**src/rtl/pccard_io_pkg.sv**
```systemverilog
package pccard_io_pkg;
  localparam int FIELD_W = 8;
  localparam int CFG_W   = 4 * FIELD_W;

  typedef enum logic [1:0] {
    ST_IDLE   = 2'd0,
    ST_SETUP  = 2'd1,
    ST_STROBE = 2'd2,
    ST_HOLD   = 2'd3
  } seq_state_t;

  // Field order follows the bit layout, most significant first.
  typedef struct packed {
    logic [FIELD_W-1:0] hiz_len;
    logic [FIELD_W-1:0] hold_len;
    logic [FIELD_W-1:0] strobe_len;
    logic [FIELD_W-1:0] setup_len;
  } timing_cfg_t;
endpackage

```
**src/rtl/pccard_wait_sync.sv**
```systemverilog
module pccard_wait_sync #(
  parameter int STAGES = 2
) (
  input  logic clk,
  input  logic rst,
  input  logic async_in,
  output logic sync_out
);
  logic [STAGES-1:0] chain_q;

  always_ff @(posedge clk) begin
    if (rst) chain_q <= '1;
    else     chain_q <= {chain_q[STAGES-2:0], async_in};
  end

  assign sync_out = chain_q[STAGES-1];
endmodule

```
**src/rtl/pccard_phase_timer.sv**
```systemverilog
module pccard_phase_timer #(
  parameter int CNT_W = 8
) (
  input  logic             clk,
  input  logic             rst,
  input  logic             load,
  input  logic [CNT_W-1:0] load_val,
  output logic             expired
);
  logic [CNT_W-1:0] cnt_q;

  always_ff @(posedge clk) begin
    if (rst)              cnt_q <= '0;
    else if (load)        cnt_q <= load_val;
    else if (cnt_q != '0) cnt_q <= cnt_q - 1'b1;
  end

  assign expired = (cnt_q == '0);
endmodule

```
**src/rtl/pccard_io_seq.sv**
```systemverilog
module pccard_io_seq
  import pccard_io_pkg::*;
#(
  parameter int ADDR_W = 11,
  parameter int DATA_W = 16
) (
  input  logic              clk,
  input  logic              rst,
  input  logic [CFG_W-1:0]  cfg_timing,
  input  logic              req_valid,
  output logic              req_ready,
  input  logic              req_write,
  input  logic [ADDR_W-1:0] req_addr,
  input  logic [DATA_W-1:0] req_wdata,
  output logic              rsp_valid,
  output logic [DATA_W-1:0] rsp_rdata,
  output logic [ADDR_W-1:0] card_addr,
  output logic [DATA_W-1:0] card_dout,
  output logic              card_doe,
  input  logic [DATA_W-1:0] card_din,
  output logic              card_we_n,
  output logic              card_oe_n,
  input  logic              card_wait_n
);
  localparam logic [FIELD_W-1:0] ONE = FIELD_W'(1);

  seq_state_t         state_q;
  timing_cfg_t        cfg_q;
  timing_cfg_t        cfg_in;
  logic               wr_q;
  logic [ADDR_W-1:0]  addr_q;
  logic [DATA_W-1:0]  wdata_q;
  logic [DATA_W-1:0]  rdata_q;
  logic               rsp_q;

  logic               accept;
  logic               wait_ok;
  logic               ph_load;
  logic [FIELD_W-1:0] ph_val;
  logic               ph_done;
  logic               hiz_load;
  logic [FIELD_W-1:0] hiz_val;
  logic               hiz_done;
  logic               strobe_end;
  logic [FIELD_W-1:0] strobe_eff;
  logic [FIELD_W-1:0] hold_last;

  assign cfg_in     = timing_cfg_t'(cfg_timing);
  assign accept     = req_valid && (state_q == ST_IDLE);
  assign strobe_end = (state_q == ST_STROBE) && ph_done && wait_ok;
  // Reserved zero values are promoted to one.
  assign strobe_eff = (cfg_q.strobe_len == '0) ? ONE : cfg_q.strobe_len;
  assign hold_last  = (cfg_q.hold_len == '0) ? '0 : cfg_q.hold_len - ONE;

  pccard_wait_sync #(.STAGES(2)) u_wait_sync (
    .clk      (clk),
    .rst      (rst),
    .async_in (card_wait_n),
    .sync_out (wait_ok)
  );

  // Phase length loader: counter holds cycles remaining minus one.
  always_comb begin
    ph_load = 1'b0;
    ph_val  = '0;
    unique case (state_q)
      ST_IDLE: begin
        ph_load = accept;
        ph_val  = cfg_in.setup_len;
      end
      ST_SETUP: begin
        ph_load = ph_done;
        ph_val  = strobe_eff;
      end
      ST_STROBE: begin
        ph_load = strobe_end;
        ph_val  = hold_last;
      end
      default: begin
        ph_load = 1'b0;
        ph_val  = '0;
      end
    endcase
  end

  pccard_phase_timer #(.CNT_W(FIELD_W)) u_phase_timer (
    .clk      (clk),
    .rst      (rst),
    .load     (ph_load),
    .load_val (ph_val),
    .expired  (ph_done)
  );

  assign hiz_load = accept;
  assign hiz_val  = req_write ? cfg_in.hiz_len : '0;

  pccard_phase_timer #(.CNT_W(FIELD_W)) u_hiz_timer (
    .clk      (clk),
    .rst      (rst),
    .load     (hiz_load),
    .load_val (hiz_val),
    .expired  (hiz_done)
  );

  always_ff @(posedge clk) begin
    if (rst) begin
      state_q <= ST_IDLE;
      cfg_q   <= '0;
      wr_q    <= 1'b0;
      addr_q  <= '0;
      wdata_q <= '0;
      rdata_q <= '0;
      rsp_q   <= 1'b0;
    end else begin
      rsp_q <= 1'b0;
      unique case (state_q)
        ST_IDLE: begin
          if (accept) begin
            cfg_q   <= cfg_in;
            wr_q    <= req_write;
            addr_q  <= req_addr;
            wdata_q <= req_wdata;
            state_q <= ST_SETUP;
          end
        end
        ST_SETUP: begin
          if (ph_done) state_q <= ST_STROBE;
        end
        ST_STROBE: begin
          if (strobe_end) begin
            if (!wr_q) rdata_q <= card_din;
            state_q <= ST_HOLD;
          end
        end
        default: begin
          if (ph_done) begin
            rsp_q   <= 1'b1;
            state_q <= ST_IDLE;
          end
        end
      endcase
    end
  end

  assign req_ready = (state_q == ST_IDLE);
  assign rsp_valid = rsp_q;
  assign rsp_rdata = rdata_q;
  assign card_addr = addr_q;
  assign card_dout = wdata_q;
  assign card_we_n = !((state_q == ST_STROBE) && wr_q);
  assign card_oe_n = !((state_q == ST_STROBE) && !wr_q);
  assign card_doe  = (state_q != ST_IDLE) && wr_q && hiz_done;
endmodule

```
**config.mk**
```make
export PLATFORM = sky130hd
export DESIGN_NAME = pccard_io_seq
export DESIGN_NICKNAME = d
export VERILOG_FILES = /design/src/rtl/pccard_io_pkg.sv /design/src/rtl/pccard_wait_sync.sv /design/src/rtl/pccard_phase_timer.sv /design/src/rtl/pccard_io_seq.sv
export SDC_FILE = /design/constraint.sdc
export NUM_CORES = 1
export LEC_CHECK = 0
export ABC_AREA = 1
export BUFFER_PORTS_ARGS = -buffer_cell sky130_fd_sc_hd__clkbuf_2
export CAP_MARGIN = 20
export CORE_MARGIN = 8
export CORE_UTILIZATION = 54
export CTS_CLUSTER_SIZE = 10
export DETAILED_ROUTE_END_ITERATION = 10
export GPL_TIMING_DRIVEN = 0
export PLACE_DENSITY = 0.82
export SETUP_SLACK_MARGIN = 0.02
export SLEW_MARGIN = 0
export SYNTH_ARGS = -nofsm -noshare
export SYNTH_HDL_FRONTEND = slang
export SYNTH_SLANG_ARGS = --single-unit
export TNS_END_PERCENT = 5
```
**constraint.sdc**
```tcl
create_clock -name clk -period 2.7 [get_ports clk]
set_clock_uncertainty 0.1 [all_clocks]
set_input_delay 0.81 -clock clk [delete_from_list [all_inputs] [get_ports clk]]
set_output_delay 0.81 -clock clk [all_outputs]
set_load 0.005 [all_outputs]
```
==> flow_results.org, run 1 <==
** Status
- The flow ran to the end, and the final reports show no timing, DRC or antenna violations.

** STA
- Unrepaired setup endpoints after global routing :: no
- The max-slew violation total from the final report is 0.
- Highest clock rate :: 0.397 GHz
- Setup TNS after final layout :: 0 ns
- Headroom to the max-slew limit came out at between 60% and 70%.
- The number of failing hold endpoints at the final stage was 0.
- Worst Max-Slew Pin Slew :: between 0.5 and 0.6 ns
- Of the available clock period, the critical path in the final layout requires between 90% and 100%.
- Setup violations remaining at the end of the flow were counted as 0.
- Final Critical Period :: about 2.5 ns

** Worst hold path
- Along the worst hold path, the cell count comes to 1.
- In this run the worst hold path is classified as flop to flop.
- End point of the most critical hold path :: u_wait_sync.chain_q[1]
- The worst hold path begins at u_wait_sync.chain_q[0].

** Routing
- Detail-routed net length per standard cell :: around 14 um
- Number of violations reported at the end of detailed-routing iteration 0 :: 210
- Wires add up to 10,300 um.
- Dividing the detail-routed via count by the number of cells gives between 5 and 6.
- The routed layout has about 3,700 vias.
- The first TritonRoute pass finished after 4 iterations.
- The detail route stage leaves a number of antenna-violating nets equal to 0.
- In the routed design, unresolved DRC markers number 0.

** Floorplanning
- Area enclosed by the die boundary :: 9860 um^2
- Measured along the x axis, the die boundary spans 99.3 um.
- The die is about 99 um tall.
- In this run the count of I/O pins placed on the die edge is around 130.
- After floorplanning, the core was sized to cover 6760 um^2.
- Total number of placement rows :: 30
- The initial utilization of the core area, before any placement, comes to a little under three fifths.

** Layout
- Area delta synth->final :: 25.7%
- Leaving out fill and tap cells, the most frequent cells in the layout are sky130_fd_sc_hd__clkbuf_2, sky130_fd_sc_hd__nor2_1, sky130_fd_sc_hd__dfxtp_1.
- 0 antenna diodes ended up in the layout.
- Cells with a size suffix above 1 make up 27.9% of the layout.
- Leaving out filler cells and counting taps, the final layout contains about 740.
- Final-stage net count :: 742
- Fill cells in the final layout number 572.
- Leaving out fill and tap cells, the most frequent cell in the layout is sky130_fd_sc_hd__clkbuf_2.

** Yosys
- Net count after synthesis :: approximately 600
- Yosys printed 0 warnings.
- Compound-cell area share of the yosys netlist :: 18.3%
- Summed instance area of the synthesized netlist :: 3750 um^2
- Post-synthesis adder-cell area fraction :: 3.01%
- Instance count of the mapped netlist :: 516
- Mux cell area share after synthesis :: 0%
- Dominant combinational cell family by area after synthesis :: simple AND/OR/NAND/NOR gates
- The synthesized design devotes to its leading area cell type between 40% and 50% of total area.
- Area leader, netlist :: sky130_fd_sc_hd__dfxtp_1
- Yosys attributes the largest share of cell area to sky130_fd_sc_hd__dfxtp_1, sky130_fd_sc_hd__nor2_1, sky130_fd_sc_hd__o21ai_0, sky130_fd_sc_hd__nand2_1, sky130_fd_sc_hd__inv_1.
- The netlist uses 35 different library cells.
- Number of flip-flops and latches in the synthesized netlist :: 81
- In this run the mean area of a mapped cell was roughly 7.3 um^2.
- After Yosys synthesis, XOR and XNOR cells account for approximately 2.1% of the synthesized area.
- Post-Synth Simple-Gate Area :: about a quarter
- The share of the Yosys chip area taken by registers is between 40% and 50%.

** Power
- In this run the power density over the cells is ~1000 nW/um^2.
- Maximum vdd ir drop :: between 500 and 600 uV
- Leakage dissipation :: approximately 0.0022 uW

** Setup path
- Reg-to-reg critical path endpoint :: u_hiz_timer.cnt_q[1]
- CP endpoint kind :: primary output
- Data on the critical path is required at its endpoint by 1.79 ns.
- STA classifies the critical path startpoint as a flop.
- Setup slack on the worst reg-to-reg path comes out at roughly 0.44 ns.
- Startpoint of the most critical register-to-register path :: state_q[1]
- Slowest stage cell on the critical path :: sky130_fd_sc_hd__dfxtp_1
- Cell-by-cell listing of the critical path :: inv_2, ha_4, nand2_2, nor2_4, nand4_1, nor3_2, clkbuf_2
- In this design, the stage delay of the slowest critical-path cell is 0.33 ns.
- Biggest fanout along the worst timing path :: 4
- Cell type group with the largest total delay on the critical path :: simple AND/OR/NAND/NOR gates
- Data on the critical path arrives at its endpoint at around 1.6 ns.
- Worst reg2reg path depth :: 10
- The critical path is of the flop to primary output type.
- Number of buffer and inverter instances along the worst setup path :: 2

** CTS
- Clock-pin slew was measured on the worst setup and hold paths at 0.08 ns.
- Total clock sinks :: between 80 and 90
- Once the clock tree was built, the resizer swapped 0 gates to a different size.
- Clock insertion delay at the later pin of the skew report :: about 0.34 ns
- The H-tree generated during clock tree synthesis spans 3 levels.
- Clock Tree Buf Depth :: 2
- Count of buffers added by post-CTS timing repair for setup :: 0
- Counting the buffers created by CTS gives 9.
- CTS tree :: done
- Clock root buffer master :: sky130_fd_sc_hd__clkbuf_8
- Hold repair after CTS inserted 0 buffers.

** GRT
- Global routing used around 7.4% of the available met3 tracks.
- Summed over all layers, the global routing overflow is 0.
- Total GRT Usage :: ~21%
- Global routing consumed, on the met1 layer, between 20% and 30% of the routing resources.
- Busiest metal layer after global routing :: met2
- The number of global-route vias before repair is 3,846.
- Wire length of the first global-routing pass :: around 17,000 um
- The initial antenna violation count came to 0.
- Largest net degree at the start of global routing :: 13
- Global routing consumed, on the met2 layer, a little under two fifths of the routing resources.

** Placement
- Final HPWL DP :: slightly above 8000 um
- Number of placed cells counting well taps :: approximately 720
- Buffers placed on the I/O ports in this run total approximately 130.
- Routability cong. :: roughly 0.9

** Flow run
- Max-cap check violation count :: 0
## per-layer routing
metal,wire length (um),share of wire (%)
met1,4100,40
met2,5140,50
met4,317,3.1
met5,0,0
met3,772,7.5
## final cells by class
| cell class | instances | area [um^2] | share of cell area [%] |
|---|---|---|---|
| inverter | 63 | 241 | 5.13 |
| timing repair buffer | 127 | 636 | 13.5 |
| multi-input combinational | 350 | 1800 | 38.3 |
| sequential | 81 | 1620 | 34.4 |
| clock inverter | 2 | 37.5 | 0.797 |
| tap | 80 | 100 | 2.13 |
| clock buffer | 12 | 165 | 3.51 |
| buffer | 21 | 106 | 2.26 |
## synthesized netlist by cell type
library cell	count
sky130_fd_sc_hd__nand3_1	24
sky130_fd_sc_hd__a21oi_4	1
sky130_fd_sc_hd__nand4_4	1
sky130_fd_sc_hd__a21oi_1	28
sky130_fd_sc_hd__buf_2	1
sky130_fd_sc_hd__nor2_1	93
sky130_fd_sc_hd__nor4_1	1
sky130_fd_sc_hd__inv_2	5
sky130_fd_sc_hd__o211ai_1	1
sky130_fd_sc_hd__inv_1	55
sky130_fd_sc_hd__o21ai_0	57
sky130_fd_sc_hd__dfxtp_1	81
sky130_fd_sc_hd__xnor2_1	2
sky130_fd_sc_hd__inv_6	1
sky130_fd_sc_hd__nand2_4	1
sky130_fd_sc_hd__clkinv_1	2
sky130_fd_sc_hd__xor2_1	7
sky130_fd_sc_hd__o21bai_1	1
sky130_fd_sc_hd__or2_2	2
sky130_fd_sc_hd__clkbuf_1	17
sky130_fd_sc_hd__a22oi_1	3
sky130_fd_sc_hd__nand4_1	4
sky130_fd_sc_hd__nand3_2	1
sky130_fd_sc_hd__a31oi_1	1
sky130_fd_sc_hd__nor2_2	2
sky130_fd_sc_hd__nor3_1	7
sky130_fd_sc_hd__nor2_4	1
sky130_fd_sc_hd__o21ai_1	17
sky130_fd_sc_hd__nand2_2	4
sky130_fd_sc_hd__a21oi_2	10
sky130_fd_sc_hd__nand2_1	69
sky130_fd_sc_hd__buf_4	1
sky130_fd_sc_hd__o21ai_2	3
sky130_fd_sc_hd__buf_6	3
sky130_fd_sc_hd__ha_1	9
## stage by stage
step,setup slack (ns),utilization (%),power (uW),hold WS [ns],area [um^2]
detailed placement,0.418,66.4,3760,0.302,4480
finish,0.178,69.7,4720,0.322,4710
CTS,0.0282,69.4,4670,0.321,4690
global placement,0.470,66.4,3660,0.300,4480
floorplan,0.714,-,3170,0.289,3750
global route,0.0877,69.7,5120,0.329,4710
## sequential cells by signal (all words and copies together), names as in the netlist
register and cells:
card_dout 16, cfg_q 16, rsp_rdata 16, card_addr 11, u_hiz_timer.cnt_q 8, u_phase_timer.cnt_q 8, state_q 2, u_wait_sync.chain_q 2
rsp_valid 1, wr_q 1
## report_power, final
part,internal [uW],switching [uW]
registers,1510,189
clock network,494,419
logic,806,1300
total,2810,1910
## logic make-up after synthesis
group / count (synthesis)
AND/OR/NAND/NOR: 210
AO/OA/AOI/OAI: 122
buffers and inverters: 85
flip-flops: 81
XOR/XNOR: 9
adder cells (fa/ha/maj): 9
## worst max path at each step
stage / from / to / slack (ns) / cells past startpoint
after floorplan: u_hiz_timer.cnt_q[0] / card_doe / 0.71 / 6
after global placement: state_q[0] / card_doe / 0.47 / 5
after detailed placement: state_q[0] / card_doe / 0.42 / 5
after CTS: state_q[0] / card_doe / 0.03 / 5
after global routing: u_hiz_timer.cnt_q[0] / card_doe / 0.09 / 7
final: u_hiz_timer.cnt_q[0] / card_doe / 0.18 / 7
Power figures use the tool's default switching activity.
==> run 2, diff against run 1 <==
--- a/config.mk
+++ b/config.mk
@@ -6,7 +6,7 @@
 export NUM_CORES = 1
 export LEC_CHECK = 0
 export ABC_AREA = 1
-export BUFFER_PORTS_ARGS = -buffer_cell sky130_fd_sc_hd__clkbuf_2
+export BUFFER_PORTS_ARGS = -buffer_cell sky130_fd_sc_hd__buf_2
 export CAP_MARGIN = 20
 export CORE_MARGIN = 8
 export CORE_UTILIZATION = 54
==> flow_results.org, run 2 (same netlist as run 1, synthesis figures left out) <==
** CTS
- Clock root buffer master :: sky130_fd_sc_hd__clkbuf_8
- Counting the buffers created by CTS gives 9.
- Total clock sinks :: 81
- The H-tree was split into 3 levels.
- Clock Tree Buf Depth :: 2
- Hold buffer count at CTS :: 0
- TritonCTS built the clock tree.
- Clock edge transition at the registers on the reported setup and hold paths :: approximately 0.09 ns
- Clock insertion delay at the later pin of the skew report :: ~0.35 ns
- Count of buffers added by post-CTS timing repair for setup :: 0

** Setup path
- Biggest fanout along the worst timing path :: 4
- The signal on the critical path passes through inv_1, ha_1, nand2_1, nor2_2, nand4_1, nor3_2, buf_2.
- The worst setup path is captured at a primary output.
- For this run, the slowest stage of the critical path takes 0.33 ns.
- Worst Setup Start Kind :: flop
- Type of the worst setup path :: flop to primary output
- Cell type group with the largest total delay on the critical path :: simple AND/OR/NAND/NOR gates
- Counting both buffers and inverters, the worst setup path holds a total of 2.
- Arr. time, crit path :: between 1.5 and 2 ns
- Slowest stage cell on the critical path :: sky130_fd_sc_hd__dfxtp_1
- Req. time, crit path :: 1.79 ns

** Routing
- Before antenna repair, the detailed router went through 4 iterations.
- In the routed design, unresolved DRC markers number 0.
- Detail-routed net length per standard cell :: about 14 um
- Number of antenna-violating nets in the routed design :: 0
- Number of violations reported at the end of detailed-routing iteration 0 :: roughly 180
- For this block, the via count after detailed routing is 3,730.
- Ratio of routed vias to standard cells :: a little over 5
- Routed WL :: about 10,000 um

** GRT
- The number of global-route vias before repair was approximately 3,800.
- Antenna violations before repair :: 0
- Total GRT Usage :: around a fifth
- Overflow left after global routing :: 0
- Met1 layer usage reported by global route :: 22.2%
- Met3 usage in global routing :: under 10%
- The layer flagged by global routing as most heavily used is met2.
- Largest net degree at the start of global routing :: 15
- Wire length of the first global-routing pass :: 16,700 um
- Global routing consumed, on the met2 layer, 36.5% of the routing resources.

** Status
- The flow ran to the end, and the final reports show no timing, DRC or antenna violations.

** Floorplanning
- After floorplanning, the core was divided into 30 placement rows.
- Measured along the y axis, the die boundary spans ~99 um.
- Die width :: 99.3 um
- The initial utilization of the core area, before any placement, comes to 55.5%.
- Area enclosed by the die boundary :: roughly 9900 um^2
- between 100 and 150 I/O pins were placed.
- In this run the standard cell core region covers 6760 um^2.

** Layout
- Area delta synth->final :: 25.8%
- Most common library cell in the layout ignoring fill and taps :: sky130_fd_sc_hd__buf_2
- The count of cells in the finished layout, fillers not included, comes to 738.
- Fillers :: just under 600
- At the end of the flow the core is filled with cells to 69.8%.
- Ant. Diodes :: 0
- In the final design database the tool counted roughly 740 nets.
- Share of cells above drive strength 1 :: around 28%
- Most frequent cells in the layout :: sky130_fd_sc_hd__buf_2, sky130_fd_sc_hd__nor2_1, sky130_fd_sc_hd__dfxtp_1

** Placement
- The congestion estimate from routability-driven global placement came to 0.879.
- Number of placed cells counting well taps :: a little over 700
- Timing analysis after detailed placement gives a worst setup slack of approximately 0.48 ns.
- Count of buffers inserted at the top-level ports :: 127
- Final HPWL DP :: just over 8000 um

** Power
- In this run the power density over the cells is between 1000 and 1500 nW/um^2.
- PnR Total Power :: 4730 uW
- In this run the power spent charging and discharging nets is between 1500 and 2000 uW.
- The internal power of the cells totals 2840 uW.
- Part of the total power dissipated in combinational logic :: 43.1%
- Leakage dissipation :: 0.00224 uW
- Sw frac :: 40.0%
- The share of total power dissipated in the clock network is between 20% and 30%.
- Per report_power, the sequential group accounts for about 36% of the total.
- VDD sags by at most between 400 and 500 uV.

** STA
- Ratio of final minimum period to clock period :: a little over nine tenths
- In this run the tightest slew margin relative to its limit is about 65%.
- Worst Max-Slew Pin Slew :: around 0.52 ns
- The worst path in the final design needs a cycle of ~2.5 ns, including I/O delays and setup.
- Highest clock rate :: approximately 0.39 GHz
- Crit path setup slack, layout :: roughly 0.17 ns
- Setup TNS after final layout :: 0 ns
- Final count of negative-setup-slack endpoints :: 0
- Final slew viol count :: 0
- Setup repair after global routing left no endpoint under its margin.
- Final Hold Viols :: 0

** Worst hold path
- The path class of the tightest hold or removal check is flop to flop.

** Flow run
- Max-cap check violation count :: 0
==> run 2: cell count changes in the layout (fill, tap and decap cells not counted), sizes merged <==
cell    previous run  this run
bufinv             1         2
inv               61        62
clkbuf           155        26
clkinv             2         4
buf                5       132
==> run 2: worst paths after layout <==
| path | to | cells after the start | slack [ns] | start |
|---|---|---|---|---|
| hold / removal | u_wait_sync.chain_q[1] | 1 | 0.32 | u_wait_sync.chain_q[0] |
| hold reg to reg | u_wait_sync.chain_q[1] | 1 | 0.32 | u_wait_sync.chain_q[0] |
| setup / recovery | card_doe | 7 | 0.17 | u_hiz_timer.cnt_q[0] |
| setup reg to reg | u_hiz_timer.cnt_q[1] | 10 | 0.45 | state_q[1] |
==> run 2: through the flow <==
stage / instance area, um^2 / hold slack [ns]
final: 4710 / 0.319
after global routing: 4710 / 0.336
after CTS: 4710 / 0.320
after detailed placement: 4480 / 0.299
after global placement: 4480 / 0.301
after floorplan: 3750 / 0.289
==> run 2: timing repair <==
item | CTS | global route
gates resized for setup | 0 | 2
endpoints found under the hold margin | 0 | 0
endpoints found under the setup margin | 0 | 1
==> run 2: final cells by class <==
cell class	count	area [um^2]	area share, %
Buffer	21	106	2.26
Clock buffer	10	138	2.92
Clock inverter	6	90.1	1.91
Inverter	63	241	5.12
Multi-Input combinational cell	350	1780	37.8
Sequential cell	81	1620	34.4
Tap cell	80	100	2.12
Timing Repair Buffer	127	636	13.5
==> run 2: layer usage <==
layer  wire [um]  part of all wire, %
met1        4070                   40
met2        5010                   49
met3         751                  7.4
met4         300                  3.0
met5           0                    0
==> run 2: power by group through the flow <==
stage	registers (uW)	clock network, uW	logic (uW)
after floorplan	1700	0	1470
after global placement	1690	0	1970
after detailed placement	1710	0	2040
after CTS	1680	1020	2050
after global routing	1720	1070	2340
final	1680	1010	2040
==> run 3, diff against run 2 <==
==> constraint.sdc (replaced) <==
create_clock -name clk -period 2.7 [get_ports clk]
set_clock_uncertainty 0.1 [all_clocks]
set_input_delay 0.135 -clock clk [delete_from_list [all_inputs] [get_ports clk]]
set_output_delay 0.135 -clock clk [all_outputs]
set_load 0.005 [all_outputs]
==> flow_results.org, run 3 (same netlist as run 1, synthesis figures left out) <==
** Status
- Status :: finished, final reports clean

** STA
- Counting I/O delays and the setup requirement, the final critical path takes between 1.5 and 2 ns.
- Unrepaired setup endpoints after global routing :: no
- Setup TNS after final layout :: 0 ns
- For the pin with the worst max-slew slack, the measured transition is slightly above 0.5 ns.
- Ratio of final minimum period to clock period :: between 70% and 80%
- The max-slew violation total from the final report is 0.
- Headroom to the max-slew limit came out at 65.5%.
- The number of failing hold endpoints at the final stage was 0.
- For this run, the top clock speed supported by timing is between 0.5 and 0.6 GHz.
- Final count of negative-setup-slack endpoints :: 0

** Routing
- The detailed router finished its first iteration with between 200 and 250 violations.
- TritonRoute pass-1 iters :: 5
- The final layout contains routed wiring with a total length of about 13,000 um.
- Number of antenna-violating nets in the routed design :: 0
- After detailed routing, the number of remaining DRC violations is 0.
- After detailed routing, the average wire length per cell comes to between 15 and 20 um.
- After detailed routing, the number of vias per cell comes to between 5 and 6.
- Summing over every cut layer, the via total after detailed routing is about 4,300.

** Setup path
- The critical path goes through inv_1, ha_1, nand2_1, buf_4, clkbuf_1, o21ai_0, nor2_1.
- The critical path is of the flop to flop type.
- Data on the critical path is required at its endpoint by roughly 2.9 ns.
- Reg-to-reg critical path endpoint :: card_dout[7]
- The worst register-to-register path begins at state_q[0].
- In this design, the stage delay of the slowest critical-path cell is 0.37 ns.
- Biggest fanout along the worst timing path :: 10
- For flop-to-flop paths, the worst setup slack is about 0.70 ns.
- STA classifies the critical path endpoint as a flop.
- On the critical path, the stage with the largest delay is an instance of sky130_fd_sc_hd__dfxtp_1.
- Worst reg2reg path depth :: 7
- Worst Setup Start Kind :: flop
- For the worst setup path, the data arrival time is about 2.2 ns.

** Layout
- Final core utilization :: 79.5%
- Most common library cell in the layout ignoring fill and taps :: sky130_fd_sc_hd__buf_2
- In the layout the commonest cells are sky130_fd_sc_hd__buf_2, sky130_fd_sc_hd__nor2_1, sky130_fd_sc_hd__dfxtp_1.
- In the final layout, the multi-input gates occupy approximately 1800 um^2.
- The post-route netlist has about a quarter of its cells at a drive strength greater than 1.
- The filler cells instantiated in the layout total about 440.
- The sequential cells in the finished layout cover a total of 1620 um^2.
- Compared with the post-synthesis result, the final layout area differs by 43.4%.
- Final-stage net count :: around 810

** Floorplanning
- In this run the count of I/O pins placed on the die edge is ~130.
- Area enclosed by the die boundary :: slightly below 10,000 um^2
- Die extent in y :: between 90 and 100 um
- The floorplan has 30 rows.
- Effective utilization at floorplan :: 55.5%
- Core ar. :: 6760 um^2
- The die is 99.3 um wide.

** Placement
- Summed over all nets, the half-perimeter wirelength after detailed placement is slightly above 8000 um.
- Routability cong. :: between 0.8 and 0.9
- Count of buffers inserted at the top-level ports :: ~130

** Worst hold path
- Hold crit path type :: input port to flop
- Min-Delay Startpoint :: cfg_timing[7]
- Hold path depth :: 5
- The path with the worst hold slack has its endpoint at u_phase_timer.cnt_q[7].

** GRT
- Entering global routing, the biggest net connects 15 pins.
- Overflow left after global routing :: 0
- Antenna violations before repair :: 1
- The number of global-route vias before repair was between 4,000 and 5,000.
- Wire length of the first global-routing pass :: 20,700 um
- Total GRT Usage :: roughly a quarter

** CTS
- Clock-pin slew was measured on the worst setup and hold paths at around 0.090 ns.
- CTS built an H-tree with a depth of 3.
- Total clock sinks :: a little over 80
- In this run the clock root is driven by a sky130_fd_sc_hd__clkbuf_8.
- Clock Tree Buf Depth :: 2
- CTS tree :: done
- Clock insertion delay at the later pin of the skew report :: around 0.36 ns
- Number of buffers inserted during clock tree synthesis :: 9
- Count of buffers added by post-CTS timing repair for setup :: 0

** Power
- The worst-case IR drop observed on VDD is 472 uV.
- Ratio of total power to cell area :: between 900 and 1000 nW/um^2
- Leakage dissipation :: 0.00252 uW

** Flow run
- Max-cap check violation count :: 0
==> run 3: cell count changes in the layout (fill, tap and decap cells not counted), sizes merged <==
| cell | change |
|---|---|
| dlygate4sd3 | +66 |
| diode | +1 |
| clkbuf | +1 |
==> run 3: final cells by class <==
class                           count  area share [%]
Multi-Input combinational cell    350            33.0
Clock buffer                       10            2.56
Antenna cell                        1          0.0466
Clock inverter                      6            1.68
Tap cell                           80            1.86
Sequential cell                    81            30.2
Timing Repair Buffer              193            24.1
Inverter                           63            4.49
Buffer                             22            2.05
==> run 3: worst max path at each step <==
stage | slack [ns] | from | endpoint
final | 0.70 | state_q[0] | card_dout[7]
after global routing | 0.55 | state_q[0] | card_dout[7]
after CTS | 0.75 | state_q[1] | card_doe
after detailed placement | 0.83 | state_q[0] | card_dout[6]
after global placement | 0.87 | state_q[0] | card_dout[11]
after floorplan | 1.10 | u_phase_timer.cnt_q[0] | rsp_rdata[10]
==> run 3: routing by layer <==
layer | track usage, % | share of wire [%] | vias to the layer above
met5 | 0 | 0 | -
met4 | 18.7 | 5.4 | 0
met3 | 7.89 | 8.6 | 67
met2 | 47.0 | 50 | 200
met1 | 24.7 | 36 | 1949
li1 | - | - | 2067
==> run 3: critical path: cells and delay by family (launching register included) <==
kind                       cells  cell delay (ns)
buffers and inverters          3             0.67
DFF                            1             0.37
and+or+nand+nor                2             0.35
adders and majority gates      1             0.27
AOI/OAI and AO/OA              1             0.17
==> run 3: power by group <==
group	total (uW)	switching [uW]	internal, uW
sequential	1700	186	1510
clock	1010	461	549
combinational	2170	1330	844
==> run 3: repair_timing <==
action,CTS,global route
hold buffers,66,0
resized for setup,0,0
hold endpoints to repair,65,0
==> run 3: through the flow <==
step / area, um^2 / total power, uW / setup WS (ns) / cells / hold slack (ns)
2_1_floorplan: 3750 / 3170 / 1.10 / 516 / 0.139
3_3_place_gp: 4480 / 3660 / 0.868 / 723 / 0.220
3_5_place_dp: 4480 / 3740 / 0.831 / 723 / 0.223
4_1_cts: 5370 / 4830 / 0.751 / 805 / 0.0122
5_1_grt: 5370 / 5240 / 0.546 / 806 / 0.0494
6_report: 5370 / 4880 / 0.701 / 806 / 0.0460
